File: config.mk
export PLATFORM = sky130hd
export DESIGN_NAME = irq_cause_mask
export DESIGN_NICKNAME = d
export VERILOG_FILES = /design/src/rtl/irq_cause_mask.sv
export SDC_FILE = /design/constraint.sdc
export NUM_CORES = 1
export LEC_CHECK = 0
export ABC_CLOCK_PERIOD_IN_PS = 3000
export BUFFER_PORTS_ARGS = -buffer_cell sky130_fd_sc_hd__buf_2
export CAP_MARGIN = 0
export CORE_MARGIN = 2
export CORE_UTILIZATION = 36
export CTS_CLUSTER_DIAMETER = 120
export DETAILED_ROUTE_END_ITERATION = 8
export GPL_TIMING_DRIVEN = 0
export PLACE_DENSITY = 0.72
export RECOVER_POWER = 50
export SLEW_MARGIN = 25
export SYNTH_ARGS = -nofsm -noshare
export SYNTH_HDL_FRONTEND = slang
export SYNTH_SLANG_ARGS = --single-unit
File: constraint.sdc
create_clock -name clk -period 3 [get_ports clk]
set_input_delay 0.3 -clock clk [delete_from_list [all_inputs] [get_ports clk]]
set_output_delay 0.3 -clock clk [all_outputs]
set_load 0.05 [all_outputs]
File: src/rtl/irq_cause_mask.sv
module irq_cause_mask #(
  parameter int NSRC = 7,
  parameter int DATA_W = 32,
  parameter int ADDR_W = 8,
  parameter logic [ADDR_W-1:0] CAUSE_OFF = 8'h50,
  parameter logic [ADDR_W-1:0] MASK_OFF  = 8'h54
) (
  input  logic              clk,
  input  logic              rst_n,
  input  logic [ADDR_W-1:0] bus_addr,
  input  logic              bus_we,
  input  logic [DATA_W-1:0] bus_wdata,
  output logic [DATA_W-1:0] bus_rdata,
  input  logic [NSRC-1:0]   src_in,
  output logic              irq_out
);
  logic [NSRC-1:0] cause_q, mask_q, src_q, rise;
  logic hit_cause, hit_mask;
  logic unused_hi;

  assign rise      = src_in & ~src_q;
  assign hit_cause = bus_we && (bus_addr == CAUSE_OFF);
  assign hit_mask  = bus_we && (bus_addr == MASK_OFF);
  assign unused_hi = ^bus_wdata[DATA_W-1:NSRC];

  always_ff @(posedge clk) begin
    if (!rst_n) begin
      cause_q <= '0;
      mask_q  <= '0;
      src_q   <= '0;
    end else begin
      src_q   <= src_in;
      // hardware edge wins over a same-cycle write
      cause_q <= (hit_cause ? bus_wdata[NSRC-1:0] : cause_q) | rise;
      if (hit_mask) mask_q <= bus_wdata[NSRC-1:0];
    end
  end

  always_comb begin
    bus_rdata = '0;
    if (bus_addr == CAUSE_OFF)     bus_rdata[NSRC-1:0] = cause_q;
    else if (bus_addr == MASK_OFF) bus_rdata[NSRC-1:0] = mask_q;
  end

  assign irq_out = |(cause_q & mask_q);
endmodule


After elaboration in Yosys (flattened, before gate mapping). Cells that the tools add are included.

Flip-flop bits (word level): 21. Output and inout bits: 33. Logic and storage cells: 15.

Eq/ne operators: 2. Mux-type cells: 3. Bitwise gates (word level): 4. Reduce and logical (&&, ||, !) cells: 3.

Operators with widths (count): two-way mux 7 bit (3); == test 8 x 7 -> 1 bit, second input constant (2); bitwise AND 7 bit (2); inverter 7 bit (1); OR 7 bit (1); OR reduction 7 bit (1); logical AND 1 bit (2).

Longest topological paths before layout. Gate-level depths: netlist (run 1).

Word-level depth: 4. Depth in mapped cells: 4.

Least setup slack after synthesis (run 1). OpenSTA, ideal clock, no wires.

Path kind: in2out. From: input port bus_addr[5]. To: output port bus_rdata[0]. Data arrival time: 1.503 ns. Data required time: 2.700 ns. Setup slack: 1.197 ns. Stages: 3. Path buffers: 0. Cells stage by stage: nor4bb_1 nand2_1 nor2_1.

Cells in the longest elaborated chain, start to end: 3.

Ends and longest elaborated chain: start: declaration (line 10) `input logic [ADDR_W-1:0] bus_addr,`; == test 8 x 7 -> 1 bit (line 42) `else if (bus_addr == MASK_OFF) bus_rdata[NSRC-1:0] = mask_q;`; two-way mux 7 bit (line 42); two-way mux 7 bit * (line 41) `if (bus_addr == CAUSE_OFF) bus_rdata[NSRC-1:0] = cause_q;`; end: declaration (line 13) `output logic [DATA_W-1:0] bus_rdata,`.

Every way passes the cells marked *; elsewhere a longest branch is shown, timed or not.

Worst setup path in the final report (run 1).
From: input port bus_addr[7]. To: output port bus_rdata[3].

Same word-level chain as after synthesis.

==> results of run 1 <==
==> registers in the layout (all words and copies together), names as in the netlist <==
register	cells
src_q	7
mask_q	7
cause_q	7
==> Yosys cell counts, types with 2 or more instances <==
cell / n / share of area [%]
a211o_1: 7 / 5.0
a21o_1: 7 / 4.3
a22oi_1: 2 / 1.2
and2_1: 7 / 3.6
buf_2: 2 / 0.82
buf_4: 26 / 16
clkbuf_1: 3 / 0.92
dfxtp_1: 21 / 34
inv_1: 7 / 2.1
mux2i_1: 14 / 11
nand2_1: 15 / 4.6
nor2_1: 7 / 2.1
o221a_1: 7 / 6.4
==> worst max-delay path, delay by kind of cell <==
family | cells | cell delay [ns]
buffers and inverters | 2 | 0.38
and+or+nand+nor | 3 | 0.80
==> area by class of cell <==
type                    instances  area, um2  area share [%]
multi-input cells             100        648            42.0
clock inverters                 1       5.00           0.324
clock buffers                   3       22.5            1.46
flip-flops and latches         21        420            27.2
repair buffers                 30        149            9.64
inverters                       7       26.3            1.70
plain buffers                  31        215            13.9
well taps                      46       57.6            3.73
==> cells by family after synthesis <==
logic type,share of synthesized area [%]
compound gates,17.8
mux,11.4
flops,34.3
buf+inv,19.8
simple gates,16.3
other cells,0.306
==> routing by layer <==
metal | up-vias | GRT usage, % | part of all wire, %
met5 | - | 0 | 0
met1 | 472 | 16.7 | 44
met4 | 0 | 5.00 | 1.2
li1 | 537 | - | -
met3 | 3 | 3.26 | 7.2
met2 | 37 | 22.6 | 47
==> metrics by stage <==
| step | setup WS (ns) | power (W) | hold WS [ns] | util (%) |
|---|---|---|---|---|
| 2_1_floorplan | 1.20 | 0.000439 | 0.422 | - |
| 3_3_place_gp | 1.17 | 0.000466 | 0.463 | 46.0 |
| 3_5_place_dp | 1.22 | 0.000468 | 0.470 | 46.0 |
| 4_1_cts | 1.21 | 0.000605 | 0.209 | 46.8 |
| 5_1_grt | 1.11 | 0.000633 | 0.201 | 46.6 |
| 6_report | 1.22 | 0.000603 | 0.216 | 46.6 |
==> report_power, final <==
group,internal (W),switching [W],leakage (nW)
sequential,0.000291,0.00000698,0.173
combinational,0.0000582,0.000105,0.634
clock,0.0000498,0.0000920,0.0177
==> worst min path at each step <==
stage / from / to / slack [ns]
after floorplan: src_in[0] / src_q[0]$_SDFF_PN0_ / 0.42
after global placement: mask_q[6]$_SDFFE_PN0P_ / mask_q[6]$_SDFFE_PN0P_ / 0.46
after detailed placement: mask_q[6]$_SDFFE_PN0P_ / mask_q[6]$_SDFFE_PN0P_ / 0.47
after CTS: src_in[2] / src_q[2]$_SDFF_PN0_ / 0.21
after global routing: src_in[0] / src_q[0]$_SDFF_PN0_ / 0.20
final: src_in[4] / src_q[4]$_SDFF_PN0_ / 0.22
==> flow_summary.yaml, run 1 <==
clocking:
  clock_path_buffers: 2
  holdBufCountCts: 0
  path_clk_slew_ns: 0.12
  post_cts_resize_count: 0
  cts_tree: "yes"
  clock_latency_ns: 0.31
  post_cts_buffers: 0
  clock-sinks: 21
  clock-root-buffer: "clkbuf_4"
  cts_buffers: 3
  htreeDepth: 1
place:
  placed_cells: 235
  place_area_um2: 1520
  portBuffers: 30
  place_congestion: 0.739
  hpwl_mm: 1.96
sta:
  slew_headroom_pct: 64.4
  setup_viol: 0
  timing.setup.tns_ns: 0
  rsz0062_at_grt: "no"
  finClkSkew_ns: 0.00466
  slew_viol_final: 0
  tightest_slew_ns: 0.532
  hold_viol_final: 0
  fmax_mhz: 561
  post-route-period-util_pct: 59.5
  fin_crit_ns: 1.78
status:
  status: "finished clean"
die:
  die_h_um: 62.3
  rows: 21
  start_util_pct: 37.0
  die_area_um2: 3890
  core-area_um2: 3310
  fp.dieW_um: 62.3
  io_pins: 83
final_layout:
  final_cells: 239
  drive_gt1_share_pct: 31.6
  layout_common_cells: "buf_2, buf_4, conb_1"
  layout.nets: 244
  area_delta_synth_final_pct: 26.0
  finalInstanceArea_um2: 1540
  num-fill-cells: 360
  n_antenna_cell: 0
  final_common_cell: "buf_2"
global_route:
  grt_max_degree: 13
  grt_overflow_total: 0
  antenna_found_initial: 0
  grt_pass1_vias: 899
  track_usage_pct: 13.4
  grt_pass1_wl_mm: 4.16
hold_path:
  hold_depth: 2
  hold_path_class: "in2reg"
worst_setup_path:
  cp_common_cell: "buf_2"
  crit_type: "in2out"
  worstReg2RegStart: "src_q[2]$_SDFF_PN0_"
  cp-end-kind: "output pin"
  rrSetupSlack_ns: 2.03
  cp-start-kind: "primary input"
  reg2reg_to: "cause_q[2]$_SDFF_PN0_"
  arrival_ns: 1.48
  worstRegToRegCells: 3
  crit_required_ns: 2.70
  cp_slowest_stage_delay_ns: 0.33
  worstPathCellList: "buf_2 > nor4bb_1 > nand2_1 > nor2_1 > buf_2"
  cp_max_fo: 7
  startpoint: "bus_addr[7]"
  critPathCapture: "bus_rdata[3]"
  crit_path_top_delay_cell: "nor4bb_1"
routing:
  vias: 1049
  routed_wl_mm: 2.59
  wl_per_cell_um: 10.8
  drc: 0
  ant_nets: 0
  drt_iter0_drc: 30
  dr.pass1.iters: 4
  via_per_inst: 4.39
power:
  irDropWorstVdd_v: 0.000132
  leakage_nw: 0.825
  powerDensity_nw_per_um2: 391
synthesis:
  synth_ff_type: "dfxtp_1"
  netlist_area_um2: 1220
  ys_seq_elements: 21
  ys_seq_area_share_pct: 34.3
  synth_cells: 135
  yosysWarnings: 0
  synth.distinct_cells: 23
  synth_enable_flop_cells: 0
  async_reset_ff_share_pct: 0
  avgSynthCellArea_um2: 9.07
flow_run:
  maxCapViolCount: 0
(Power assumes the default switching activity.)
==> inputs of run 2 (changes only) <==
--- a/config.mk
+++ b/config.mk
@@ -5,7 +5,8 @@
 export SDC_FILE = /design/constraint.sdc
 export NUM_CORES = 1
 export LEC_CHECK = 0
-export ABC_CLOCK_PERIOD_IN_PS = 3000
+export ABC_AREA = 1
+export ABC_CLOCK_PERIOD_IN_PS = 1900
 export BUFFER_PORTS_ARGS = -buffer_cell sky130_fd_sc_hd__buf_2
 export CAP_MARGIN = 0
 export CORE_MARGIN = 2
==> constraint.sdc (replaced) <==
create_clock -name clk -period 1.9 [get_ports clk]
set_input_delay 0.19 -clock clk [delete_from_list [all_inputs] [get_ports clk]]
set_output_delay 0.19 -clock clk [all_outputs]
set_load 0.05 [all_outputs]
==> run 2 against run 1 <==
  * Synthesized cell count grew 39%
  * Die area is 1.8% higher
  * Setup slack worse by 0.92 ns
==> flow_summary.yaml, run 2 <==
status:
  status: "finished clean"
routing:
  vias: 1139
  routed.top_layer: "met4"
  wl_per_cell_um: 8.09
  routed_wl_mm: 2.36
  m1WireLength_mm: 1.02
  drt_iter0_drc: 31
  ant_nets: 0
  via_per_inst: 3.90
  route.met3.wl_um: 193
  drc: 0
  dr.pass1.iters: 4
  met2_length_mm: 1.13
global_route:
  track_usage_pct: 12.7
  grt_pass1_vias: 1033
  antenna_found_initial: 0
  grt_max_degree: 13
  grt_overflow_total: 0
  grt_pass1_wl_mm: 4.09
worst_setup_path:
  cp-end-kind: "output pin"
  worstRegToRegCells: 4
  worst-path-buf-inv: 4
  cp_common_cell: "buf_2"
  crit_path_top_delay_cell: "buf_2"
  arrival_ns: 1.42
  worstPathCellList: "buf_2 > nor2_1 > nand2_1 > nor2_2 > buf_6 > inv_1 > o22ai_1 > buf_2"
  worstReg2RegStart: "cause_q[6]$_SDFF_PN0_"
  reg2reg_to: "cause_q[6]$_SDFF_PN0_"
  cp-start-kind: "primary input"
  crit_required_ns: 1.71
  cpLargestDelayFamily: "buffers and inverters"
  cp_slowest_stage_delay_ns: 0.28
  rrSetupSlack_ns: 1.20
  crit_type: "in2out"
  cp_max_fo: 10
die:
  core-area_um2: 3340
  die_area_um2: 3960
  start_util_pct: 37.4
  rows: 21
  fp.dieW_um: 62.9
  die_h_um: 62.9
  io_pins: 83
synthesis:
  synth.largest_area_cell: "dfxtp_1"
  netlist_area_um2: 1250
  synth_cells: 187
  synth_enable_flop_cells: 0
  async_reset_ff_share_pct: 0
  synth.distinct_cells: 20
  synth_ff_type: "dfxtp_1"
  synth_area_leaders: "dfxtp_1, nand2_1, buf_4"
  avgSynthCellArea_um2: 6.68
  ys_seq_area_share_pct: 33.7
  synth_top_area_share_pct: 33.7
  ys_seq_elements: 21
  synthTopCellsByCount: "nand2_1, inv_1, buf_4"
  synth.most_common_cell: "nand2_1"
  yosysWarnings: 0
sta:
  hold_viol_final: 0
  fin_ws_ns: 0.294
  setup_viol: 0
  fin_crit_ns: 1.61
  rsz0062_at_grt: "no"
  post-route-period-util_pct: 84.5
  slew_viol_final: 0
  fmax_mhz: 623
  finClkSkew_ns: 0.00213
  timing.setup.tns_ns: 0
final_layout:
  largestRegisters: "cause_q: 7 flops, mask_q: 7 flops, src_q: 7 flops"
  layout_common_cells: "nand2_1, inv_1, buf_2"
  num-fill-cells: 375
  layout.nets: 297
  n_antenna_cell: 0
  area_delta_synth_final_pct: 23.5
  final_common_cell: "nand2_1"
  post-route-util_pct: 46.2
  drive_gt1_share_pct: 26.8
power:
  switching_power_w: 0.000304
  power_frac_seq_pct: 51.3
  p_int_w: 0.000614
  powerDensity_nw_per_um2: 595
  leakage_nw: 0.950
  p_clk_share_pct: 23.1
  switching_share_pct: 33.1
  irDropWorstVdd_v: 0.000404
  combPwrFrac_pct: 25.6
flow_run:
  maxCapViolCount: 0
clocking:
  holdBufCountCts: 0
  clock-root-buffer: "clkbuf_4"
  htreeDepth: 1
  clock-sinks: 21
  clock_path_buffers: 2
  path_clk_slew_ns: 0.11
  cts_tree: "yes"
  post_cts_buffers: 0
  clock_latency_ns: 0.30
  cts_buffers: 3
  post_cts_resize_count: 0
place:
  place_congestion: 0.810
  place_ws_ns: 0.291
  portBuffers: 31
  hpwl_mm: 1.88
hold_path:
  hold_path_class: "in2reg"
  hold_depth: 3
  holdPathEnd: "src_q[3]$_SDFF_PN0_"
  hp-start: "src_in[3]"
-- run 2: routing by layer --
metal / global-route usage, % / vias to the layer above
met5: 0 / -
met4: 5.00 / 0
met3: 2.34 / 4
met2: 24.3 / 40
met1: 13.5 / 470
li1: - / 625
-- run 2: power by group through the flow --
stage	clock, W	sequential, W	combinational [W]
after floorplan	0	0.000478	0.000202
after global placement	0	0.000480	0.000239
after detailed placement	0	0.000481	0.000241
after CTS	0.000222	0.000471	0.000241
after global routing	0.000234	0.000473	0.000256
final	0.000212	0.000471	0.000235
-- run 2: cells by family after synthesis --
kind of cell / count (synthesis) / share of synthesized area [%]
AOI/OAI and AO/OA: 11 / 4.91
buffers and inverters: 64 / 30.2
DFF: 21 / 33.7
other: 1 / 0.300
and+or+nand+nor: 90 / 31.0
-- run 2: area by class of cell --
cell class | instances | area (um2) | area share [%]
clock inverters | 1 | 5.00 | 0.324
repair buffers | 31 | 154 | 9.98
inverters | 34 | 128 | 8.27
flip-flops and latches | 21 | 420 | 27.3
plain buffers | 30 | 224 | 14.5
multi-input cells | 126 | 532 | 34.5
well taps | 46 | 57.6 | 3.73
clock buffers | 3 | 22.5 | 1.46
-- run 2: how the worst max path moves through the flow --
stage / depth (start not counted) / end / start / slack (ns)
after global routing: 8 / bus_rdata[6] / bus_addr[1] / 0.14
after global placement: 8 / bus_rdata[4] / bus_addr[1] / 0.31
after floorplan: 5 / bus_rdata[0] / bus_addr[1] / -0.01
after detailed placement: 8 / bus_rdata[4] / bus_addr[1] / 0.29
after CTS: 8 / bus_rdata[4] / bus_addr[1] / 0.29
final: 8 / bus_rdata[4] / bus_addr[1] / 0.29
-- run 2: stage by stage --
step / hold slack [ns] / power [W] / cell area, um2 / instances
4_1_cts: 0.0630 / 0.000934 / 1580 / 292
2_1_floorplan: 0.283 / 0.000681 / 1340 / 211
5_1_grt: 0.0619 / 0.000962 / 1540 / 292
3_5_place_dp: 0.391 / 0.000721 / 1550 / 288
6_report: 0.0726 / 0.000918 / 1540 / 292
3_3_place_gp: 0.383 / 0.000719 / 1550 / 288
-- run 2: tightest hold or removal path: stages --
cell and delay (ns):
buf_2 0.09, nand2_1 0.04, inv_1 0.04
==> inputs of run 3 (changes only) <==
--- a/config.mk
+++ b/config.mk
@@ -5,8 +5,8 @@
 export SDC_FILE = /design/constraint.sdc
 export NUM_CORES = 1
 export LEC_CHECK = 0
-export ABC_AREA = 1
-export ABC_CLOCK_PERIOD_IN_PS = 1900
+export ABC_AREA = 0
+export ABC_CLOCK_PERIOD_IN_PS = 1300
 export BUFFER_PORTS_ARGS = -buffer_cell sky130_fd_sc_hd__buf_2
 export CAP_MARGIN = 0
 export CORE_MARGIN = 2
@@ -14,7 +14,7 @@
 export CTS_CLUSTER_DIAMETER = 120
 export DETAILED_ROUTE_END_ITERATION = 8
 export GPL_TIMING_DRIVEN = 0
-export PLACE_DENSITY = 0.72
+export PLACE_DENSITY = 0.75
 export RECOVER_POWER = 50
 export SLEW_MARGIN = 25
 export SYNTH_ARGS = -nofsm -noshare
==> constraint.sdc (replaced) <==
create_clock -name clk -period 1.3 [get_ports clk]
set_input_delay 0.13 -clock clk [delete_from_list [all_inputs] [get_ports clk]]
set_output_delay 0.13 -clock clk [all_outputs]
set_load 0.05 [all_outputs]
==> run 3 against run 2 <==
  * Register-to-register slack got worse by 0.90 ns
  * Non-clock buffer count increased by 2
  * The run now ends with negative setup slack left
  * Combinational power increased by 65%
  * Critical endpoint is now irq_out
  * Worst hold slack got worse by 0.025 ns
==> flow_summary.yaml, run 3 (synthesis gave the netlist of run 1 again) <==
global_route:
  grt_overflow_total: 0
  antenna_found_initial: 0
  grt_pass1_wl_mm: 4.66
  grt_pass1_vias: 1008
  track_usage_pct: 15.1
  grt_max_degree: 12
status:
  violations: "negative setup slack"
  status: "complete, but fails checks"
worst_setup_path:
  worstRegToRegCells: 3
  worstPathCellList: "a222oi_1 > nand3_1 > buf_6"
  crit_required_ns: 1.17
  cp_slowest_stage_delay_ns: 0.38
  cp-start-kind: "flop"
  crit_type: "reg2out"
  cp_max_fo: 2
  crit_path_top_delay_cell: "a222oi_1"
  cp-end-kind: "output pin"
  arrival_ns: 1.36
hold_path:
  hold_path_class: "in2reg"
  hold_depth: 2
routing:
  drc: 0
  drt_iter0_drc: 38
  via_per_inst: 4.39
  vias: 1059
  wl_per_cell_um: 11.9
  routed_wl_mm: 2.86
  dr.pass1.iters: 4
  ant_nets: 0
clocking:
  path_clk_slew_ns: 0.12
  cts_buffers: 3
  cts_tree: "yes"
  holdBufCountCts: 0
  clock-root-buffer: "clkbuf_4"
  clock_path_buffers: 2
  htreeDepth: 1
  clock-sinks: 21
  clock_latency_ns: 0.31
power:
  irDropWorstVdd_v: 0.000390
  powerDensity_nw_per_um2: 857
  leakage_nw: 0.850
final_layout:
  largestRegisters: "cause_q: 7 flops, mask_q: 7 flops, src_q: 7 flops"
  post-route-util_pct: 49.3
  num-fill-cells: 343
  drive_gt1_share_pct: 36.9
  area_delta_synth_final_pct: 33.2
  final_common_cell: "buf_4"
  layout_common_cells: "buf_4, conb_1, buf_2"
  n_antenna_cell: 0
  layout.nets: 246
sta:
  fmax_mhz: 672
  setup_viol: 1
  fin_crit_ns: 1.49
  post-route-period-util_pct: 114
  rsz0062_at_grt: "yes"
  finClkSkew_ns: 0.00352
  hold_viol_final: 0
  fin_ws_ns: -0.187
  slew_viol_final: 0
  tightest_slew_ns: 0.531
  slew_headroom_pct: 64.5
place:
  portBuffers: 30
  hpwl_mm: 2.11
  place_congestion: 0.742
  place_ws_ns: -0.221
die:
  rows: 21
  io_pins: 83
  core-area_um2: 3310
  start_util_pct: 37.0
  fp.dieW_um: 62.3
  die_h_um: 62.3
  die_area_um2: 3890
flow_run:
  maxCapViolCount: 0
## run 3: cell types whose count changed in the layout (fill, tap and decap cells not counted), sizes merged, moves of 3 or more
cell | previous run | this run
o221a | 0 | 7
mux2i | 0 | 14
buf | 56 | 59
nand3 | 16 | 1
a21o | 0 | 7
nor2 | 20 | 7
nand2 | 53 | 15
and2 | 0 | 7
inv | 34 | 7
o21ai | 7 | 0
a211o | 0 | 7
## run 3: final cells by class
type	count	area [um2]	share of cell area [%]
multi-input cells	100	677	41.5
plain buffers	31	214	13.1
well taps	46	57.6	3.53
flip-flops and latches	21	423	25.9
inverters	7	26.3	1.61
repair buffers	32	208	12.7
clock buffers	4	26.3	1.61
## run 3: power breakdown
group	internal [W]	total, W	leakage (nW)	switching, W
clock	0.000120	0.000321	0.0150	0.000201
sequential	0.000673	0.000691	0.174	0.0000180
combinational	0.000139	0.000387	0.661	0.000249
total	0.000931	0.00140	0.850	0.000468
## run 3: worst paths after layout
check                         start                endpoint  slack [ns]
min reg2reg  mask_q[1]$_SDFFE_PN0P_  mask_q[1]$_SDFFE_PN0P_        0.49
max          mask_q[0]$_SDFFE_PN0P_                 irq_out       -0.19
min                       src_in[3]     src_q[3]$_SDFF_PN0_        0.05
max reg2reg     src_q[2]$_SDFF_PN0_   cause_q[2]$_SDFF_PN0_        0.30
## run 3: routing by layer
layer / GRT usage, % / part of all wire, % / vias up
met5: 0 / 0 / -
met4: 5.00 / 1.2 / 0
met3: 2.54 / 6.2 / 4
met2: 25.4 / 46 / 40
met1: 19.8 / 46 / 472
li1: - / - / 543
## run 3: what timing repair did
item	CTS	global route
gates resized for setup	14	8
buffers inserted	2	0
pin swaps	3	0
setup endpoints to repair	8	8
cloned	0	0
## run 3: critical path, delay by kind of cell (launching register included)
family / cells / cell delay, ns
buffers and inverters: 1 / 0.18
flip-flops: 1 / 0.34
AO/OA/AOI/OAI: 1 / 0.38
AND/OR/NAND/NOR: 1 / 0.16
## run 3: stage by stage
stage,power [W],setup TNS (ns),instance area (um2),hold slack (ns),cells
3_3_place_gp,0.00108,-3.11,1520,0.366,235
6_report,0.00140,-0.187,1630,0.0475,241
2_1_floorplan,0.00101,-1.26,1320,0.252,159
3_5_place_dp,0.00108,-3.67,1520,0.366,235
4_1_cts,0.00140,-0.190,1600,0.0438,241
5_1_grt,0.00146,-0.579,1630,0.0432,241
